===== src/rtl/reorder_pkg.sv =====
package reorder_pkg;

    // Which of the two storage banks the write side currently fills.
    typedef enum logic {
        BANK_LO = 1'b0,
        BANK_HI = 1'b1
    } bank_e;

endpackage


===== src/rtl/reorder_bitrev.sv =====
module reorder_bitrev #(
    parameter int W = 5
) (
    input  logic [W-1:0] din,
    output logic [W-1:0] dout
);

    // Mirror the index: bit i of the output is bit W-1-i of the input.
    for (genvar i = 0; i < W; i++) begin : g_mirror
        assign dout[i] = din[W-1-i];
    end

endmodule


===== src/rtl/reorder_bank.sv =====
module reorder_bank #(
    parameter int AW = 5,
    parameter int DW = 32
) (
    input  logic          clk,
    input  logic          we,
    input  logic [AW-1:0] waddr,
    input  logic [DW-1:0] wdata,
    input  logic [AW-1:0] raddr,
    output logic [DW-1:0] rdata
);

    localparam int DEPTH = 1 << AW;

    logic [DW-1:0] mem [DEPTH];

    always_ff @(posedge clk) begin
        if (we) begin
            mem[waddr] <= wdata;
        end
    end

    // Read is combinational; the top module registers the result.
    assign rdata = mem[raddr];

endmodule


===== src/rtl/reorder_ctrl.sv =====
module reorder_ctrl
    import reorder_pkg::*;
#(
    parameter int LOG2N = 5
) (
    input  logic             clk,
    input  logic             rst,
    input  logic             ce,
    input  logic             in_sync,
    output logic             accept,
    output logic [LOG2N-1:0] wpos,
    output bank_e            wbank,
    output logic             emit,
    output logic             first_bin
);

    localparam logic [LOG2N-1:0] LAST_POS = {LOG2N{1'b1}};

    typedef struct packed {
        logic [LOG2N-1:0] cnt;
        bank_e            wbank;
        logic             filled;
        logic             locked;
    } ctrl_st_t;

    ctrl_st_t st_d, st_q;

    always_comb begin
        st_d = st_q;
        // A sample counts if framing is already locked, or if in_sync
        // arrives with it.
        accept    = ce && (st_q.locked || in_sync);
        // Before lock, the sample that brings in_sync takes position 0.
        wpos      = st_q.locked ? st_q.cnt : '0;
        // Output only once the other bank holds a whole frame.
        emit      = accept && st_q.filled;
        first_bin = emit && (wpos == '0);
        if (accept) begin
            st_d.locked = 1'b1;
            st_d.cnt    = wpos + LOG2N'(1);
            if (wpos == LAST_POS) begin
                st_d.wbank  = (st_q.wbank == BANK_LO) ? BANK_HI : BANK_LO;
                st_d.filled = 1'b1;
            end
        end
    end

    always_ff @(posedge clk) begin
        if (rst) begin
            st_q <= '{cnt: '0, wbank: BANK_LO, filled: 1'b0, locked: 1'b0};
        end else begin
            st_q <= st_d;
        end
    end

    assign wbank = st_q.wbank;

endmodule


===== src/rtl/fft_bitrev_reorder.sv =====
module fft_bitrev_reorder
    import reorder_pkg::*;
#(
    parameter int LOG2N = 5,
    parameter int CW    = 16
) (
    input  logic          clk,
    input  logic          rst,
    input  logic          ce,
    input  logic          in_sync,
    input  logic [2*CW-1:0] in_data,
    output logic [2*CW-1:0] out_data,
    output logic          out_valid,
    output logic          out_sync
);

    localparam int W = 2 * CW;

    typedef struct packed {
        logic [W-1:0] data;
        logic         valid;
        logic         sync;
    } out_st_t;

    logic             accept;
    logic [LOG2N-1:0] wpos;
    logic [LOG2N-1:0] rpos;
    bank_e            wbank;
    logic             emit;
    logic             first_bin;
    logic [1:0]       bank_we;
    logic [W-1:0]     bank_rd [2];
    logic [W-1:0]     rd_word;
    out_st_t          o_d, o_q;

    reorder_ctrl #(.LOG2N(LOG2N)) u_ctrl (
        .clk       (clk),
        .rst       (rst),
        .ce        (ce),
        .in_sync   (in_sync),
        .accept    (accept),
        .wpos      (wpos),
        .wbank     (wbank),
        .emit      (emit),
        .first_bin (first_bin)
    );

    reorder_bitrev #(.W(LOG2N)) u_rev (
        .din  (wpos),
        .dout (rpos)
    );

    // Two banks: the write side fills one at the arrival position, while
    // the other bank is read at the mirrored position.
    for (genvar b = 0; b < 2; b++) begin : g_bank
        assign bank_we[b] = accept && (wbank == ((b == 0) ? BANK_LO : BANK_HI));
        reorder_bank #(.AW(LOG2N), .DW(W)) u_bank (
            .clk   (clk),
            .we    (bank_we[b]),
            .waddr (wpos),
            .wdata (in_data),
            .raddr (rpos),
            .rdata (bank_rd[b])
        );
    end

    assign rd_word = (wbank == BANK_LO) ? bank_rd[1] : bank_rd[0];

    always_comb begin
        o_d       = o_q;
        o_d.valid = emit;
        o_d.sync  = first_bin;
        if (emit) begin
            o_d.data = rd_word;
        end
    end

    always_ff @(posedge clk) begin
        if (rst) begin
            o_q <= '{data: '0, valid: 1'b0, sync: 1'b0};
        end else begin
            o_q <= o_d;
        end
    end

    assign out_data  = o_q.data;
    assign out_valid = o_q.valid;
    assign out_sync  = o_q.sync;

endmodule


===== config.mk =====
export PLATFORM = sky130hd
export DESIGN_NAME = fft_bitrev_reorder
export DESIGN_NICKNAME = d
export VERILOG_FILES = /design/src/rtl/reorder_pkg.sv /design/src/rtl/reorder_bitrev.sv /design/src/rtl/reorder_bank.sv /design/src/rtl/reorder_ctrl.sv /design/src/rtl/fft_bitrev_reorder.sv
export SDC_FILE = /design/constraint.sdc
export NUM_CORES = 2
export LEC_CHECK = 0
export ABC_AREA = 1
export CAP_MARGIN = 20
export CORE_ASPECT_RATIO = 1.75
export CORE_MARGIN = 10
export CORE_UTILIZATION = 57
export DETAILED_ROUTE_END_ITERATION = 8
export GPL_ROUTABILITY_DRIVEN = 0
export PLACE_DENSITY = 0.81
export SLEW_MARGIN = 15
export SYNTH_ARGS = -nofsm -noshare
export SYNTH_HDL_FRONTEND = slang
export SYNTH_SLANG_ARGS = --single-unit

===== constraint.sdc =====
create_clock -name clk -period 3.8 [get_ports clk]
set_clock_uncertainty 0.15 [all_clocks]
set_input_delay 0.76 -clock clk [delete_from_list [all_inputs] [get_ports clk]]
set_output_delay 0.76 -clock clk [all_outputs]
set_load 0.01 [all_outputs]

==> flow_summary.yaml <==
clock_network:
  cts.path.max_buffers: 3
  insertion_delay_ns: 0.83
  hold_buffers: 0
  htree_levels: 4
  clkSlewWorstSetupHoldPaths_ns: 0.07
  cts_buffers: 165
  clockRootBuffer: "clkbuf_16"
  cts_tree: "built"
  cts_sinks: 2090
  ctsResizeCount: 0
  post_cts_buffers: 0
die:
  num_rows: 189
  die_h_um: 536.9
  coreArea_um2: 151600
  pin_count: 70
  initial_core_util_pct: 57.40
  die_x_um: 315.4
  dieArea_um2: 169300
sta:
  tightest_slew_ns: 1.149
  setup_tns_ns: 0
  hold_viol_final: 0
  hold_slack_ns: 0.3040
  finalMaxSlewViolations: 0
  setup_viol: 0
  maxSlewHeadroom_pct: 23.41
  period_needed_ns: 3.531
  finalCritPeriodShare_pct: 92.93
  rsz0062_at_grt: "no"
  fmax_mhz: 283.2
synthesis:
  postSynthCellCount: 7920
  synth_area_um2: 87010
  synth_area_per_cell_um2: 10.99
  synthMuxAreaShare_pct: 0
  syn-num-nets: 7961
  yosysSeqAreaShare_pct: 71.64
  synth_xor_area_share_pct: 0
  yosys.area_share.simple_pct: 24.58
  yosys_warnings: 0
  yosysUniqueCellTypes: 23
  synthAdderAreaFrac_pct: 0.07190
  synth_compound_area_share_pct: 0.4573
  synth_top_family_by_area: "simple AND/OR/NAND/NOR gates"
  ys_ff_latch: 2090
setup_path:
  slowest_delay_ns: 0.65
  worst_path_max_delay_cell: "dfxtp_4"
  r2r-start: "u_ctrl.st_q[0]"
  worstSetupEndpointType: "register"
  rr_endpoint: "out_data[26]"
  rrSetupSlack_ns: 0.27
  path_max_fanout: 47
  worstPathCellList: "nand2_8 -> inv_8 -> buf_4 -> nand2_1 -> nand3_1 -> nand3_1 -> nand3_1 -> nand3_1 -> nand3_1 -> nand2_1 -> inv_1"
  cp_top_family: "simple AND/OR/NAND/NOR gates"
  cp-start-kind: "register"
  crit_top_cell: "nand3_1"
  crit_required_ns: 4.41
  startpoint: "u_ctrl.st_q[0]"
  setup.worst_path.class: "register to register"
  r2r_cells: 11
  worst-path-buf-inv: 3
  arrival_ns: 4.14
detailed_routing:
  drt_iter0_drc: 9345
  dr_total_vias: 62270
  routed_via_density: 6.238
  wirelength_um: 250100
  drc: 0
  routedWlPerCell_um: 25.05
  ant_nets: 0
  drtPass1Iterations: 8
run:
  cap_violations: 0
placement:
  dp_hpwl_um: 145300
  portBuffers: 69
worst_hold_path:
  holdPathEnd: "g_bank[0].u_bank.mem[27][11]"
  min_delay_path_depth: 1
  min_from: "in_data[11]"
  hold_class: "input port to register"
run_status:
  outcome: "completed"
power:
  vdd.ir_drop.worst_mv: 0.6260
  powerDensity_nw_per_um2: 467.6
  leakage_uw: 0.03620
global_route:
  grt_pass1_wl_um: 367100
  use_met2_pct: 49.02
  grt_pass1_vias: 60520
  use_met1_pct: 32.72
  busiest_layer: "met2"
  grt.overflow.total: 0
  antenna_found_initial: 9
  grt_max_degree: 178
  grt.total_usage_pct: 28.92
  grt_use_met3_pct: 5.762
cells_and_area:
  final_common_cell: "nand2_1"
  nets: 7875
  layout_common_cells: "nand2_1 (3583), edfxtp_1 (2048), nand3_1 (1511), clkbuf_16 (171), buf_4 (113)"
  drive_gt1_share_pct: 7.047
  syn_to_final_growth_pct: 10.61
[cells by family (layout without fill, tap and decap cells)]
group / count (synthesis) / in the layout
compound gates: 63 / 63
other cells: 0 / 3
simple gates: 5189 / 5189
flops: 2090 / 2090
fa+ha+maj: 5 / 5
buf+inv: 573 / 628
[area by class of cell]
type                            instances  area (µm²)
Tap cell                             2005        2509
Antenna cell                            3       7.507
Inverter                               50       212.7
Multi-Input combinational cell       5257       22410
Sequential cell                      2090       62350
Clock inverter                        103        1125
Fill cell                           10390       55330
Timing Repair Buffer                  270        3201
Clock buffer                          205        4437
[synth_stat cells]
master    number  area (µm²)
o21ai_1        1       5.000
ha_1           5       62.56
a21oi_1       25       125.1
inv_1         46       172.7
edfxtp_1    2048       61500
buf_1         66       247.7
o21a_1        32       240.2
buf_4         73       548.0
a211oi_1       1       7.510
o21ai_0        4       20.02
clkbuf_1      74       277.8
nand2_4        1       11.26
dfxtp_1       42       840.8
clkbuf_2       2       10.01
nand3_1     1511        7562
buf_2        306        1531
buf_6          2       22.52
inv_2          2       7.510
nand2_2        3       18.77
clkinv_1       2       7.510
nand2_1     3586       13460
nor2_1        84       315.3
nor3_1         4       20.02
[sequential cells by signal, summed over array words and instances, names as in the netlist]
| signal | flops |
|---|---|
| g_bank.u_bank.mem | 2048 |
| out_data | 32 |
| u_ctrl.st_q | 7 |
| out_sync | 1 |
| out_valid | 1 |
| u_ctrl.wbank | 1 |
[worst max path at each step]
stage	endpoint	slack, ns	cells after the start
final	out_data[26]	0.27	11
after global routing	out_data[26]	0.22	11
after CTS	out_data[20]	0.54	14
after detailed placement	g_bank[1].u_bank.mem[22][6]	0.48	7
after global placement	g_bank[0].u_bank.mem[31][21]	0.51	7
after floorplan	g_bank[0].u_bank.mem[31][0]	0.04	12
[where the power goes]
part	switching, µW	internal (µW)	leakage, µW	total [µW]
Combinational	1460	339	0.0147	1800
Clock	8080	9790	0.00270	17900
Sequential	26.3	25300	0.0188	25300
Total	9570	35400	0.0362	45000
[routing by layer]
metal	vias up	wire length, µm
li1	26890	-
met1	29520	77620
met2	4797	124400
met3	1057	28970
met4	6	19110
met5	-	48
[stage by stage]
step	total power (µW)	instance area, µm²	std cells	setup slack, ns	util [%]
after global placement	27510	90680	9672	0.5068	59.82
final	45000	96250	9983	0.2688	63.50
after floorplan	26680	87010	7920	0.04319	-
after CTS	44870	96240	9980	0.5401	63.49
after global routing	45790	96240	9981	0.2222	63.49
after detailed placement	27560	90680	9672	0.4786	59.82
Note: power is estimated with default switching activity, not from simulation.
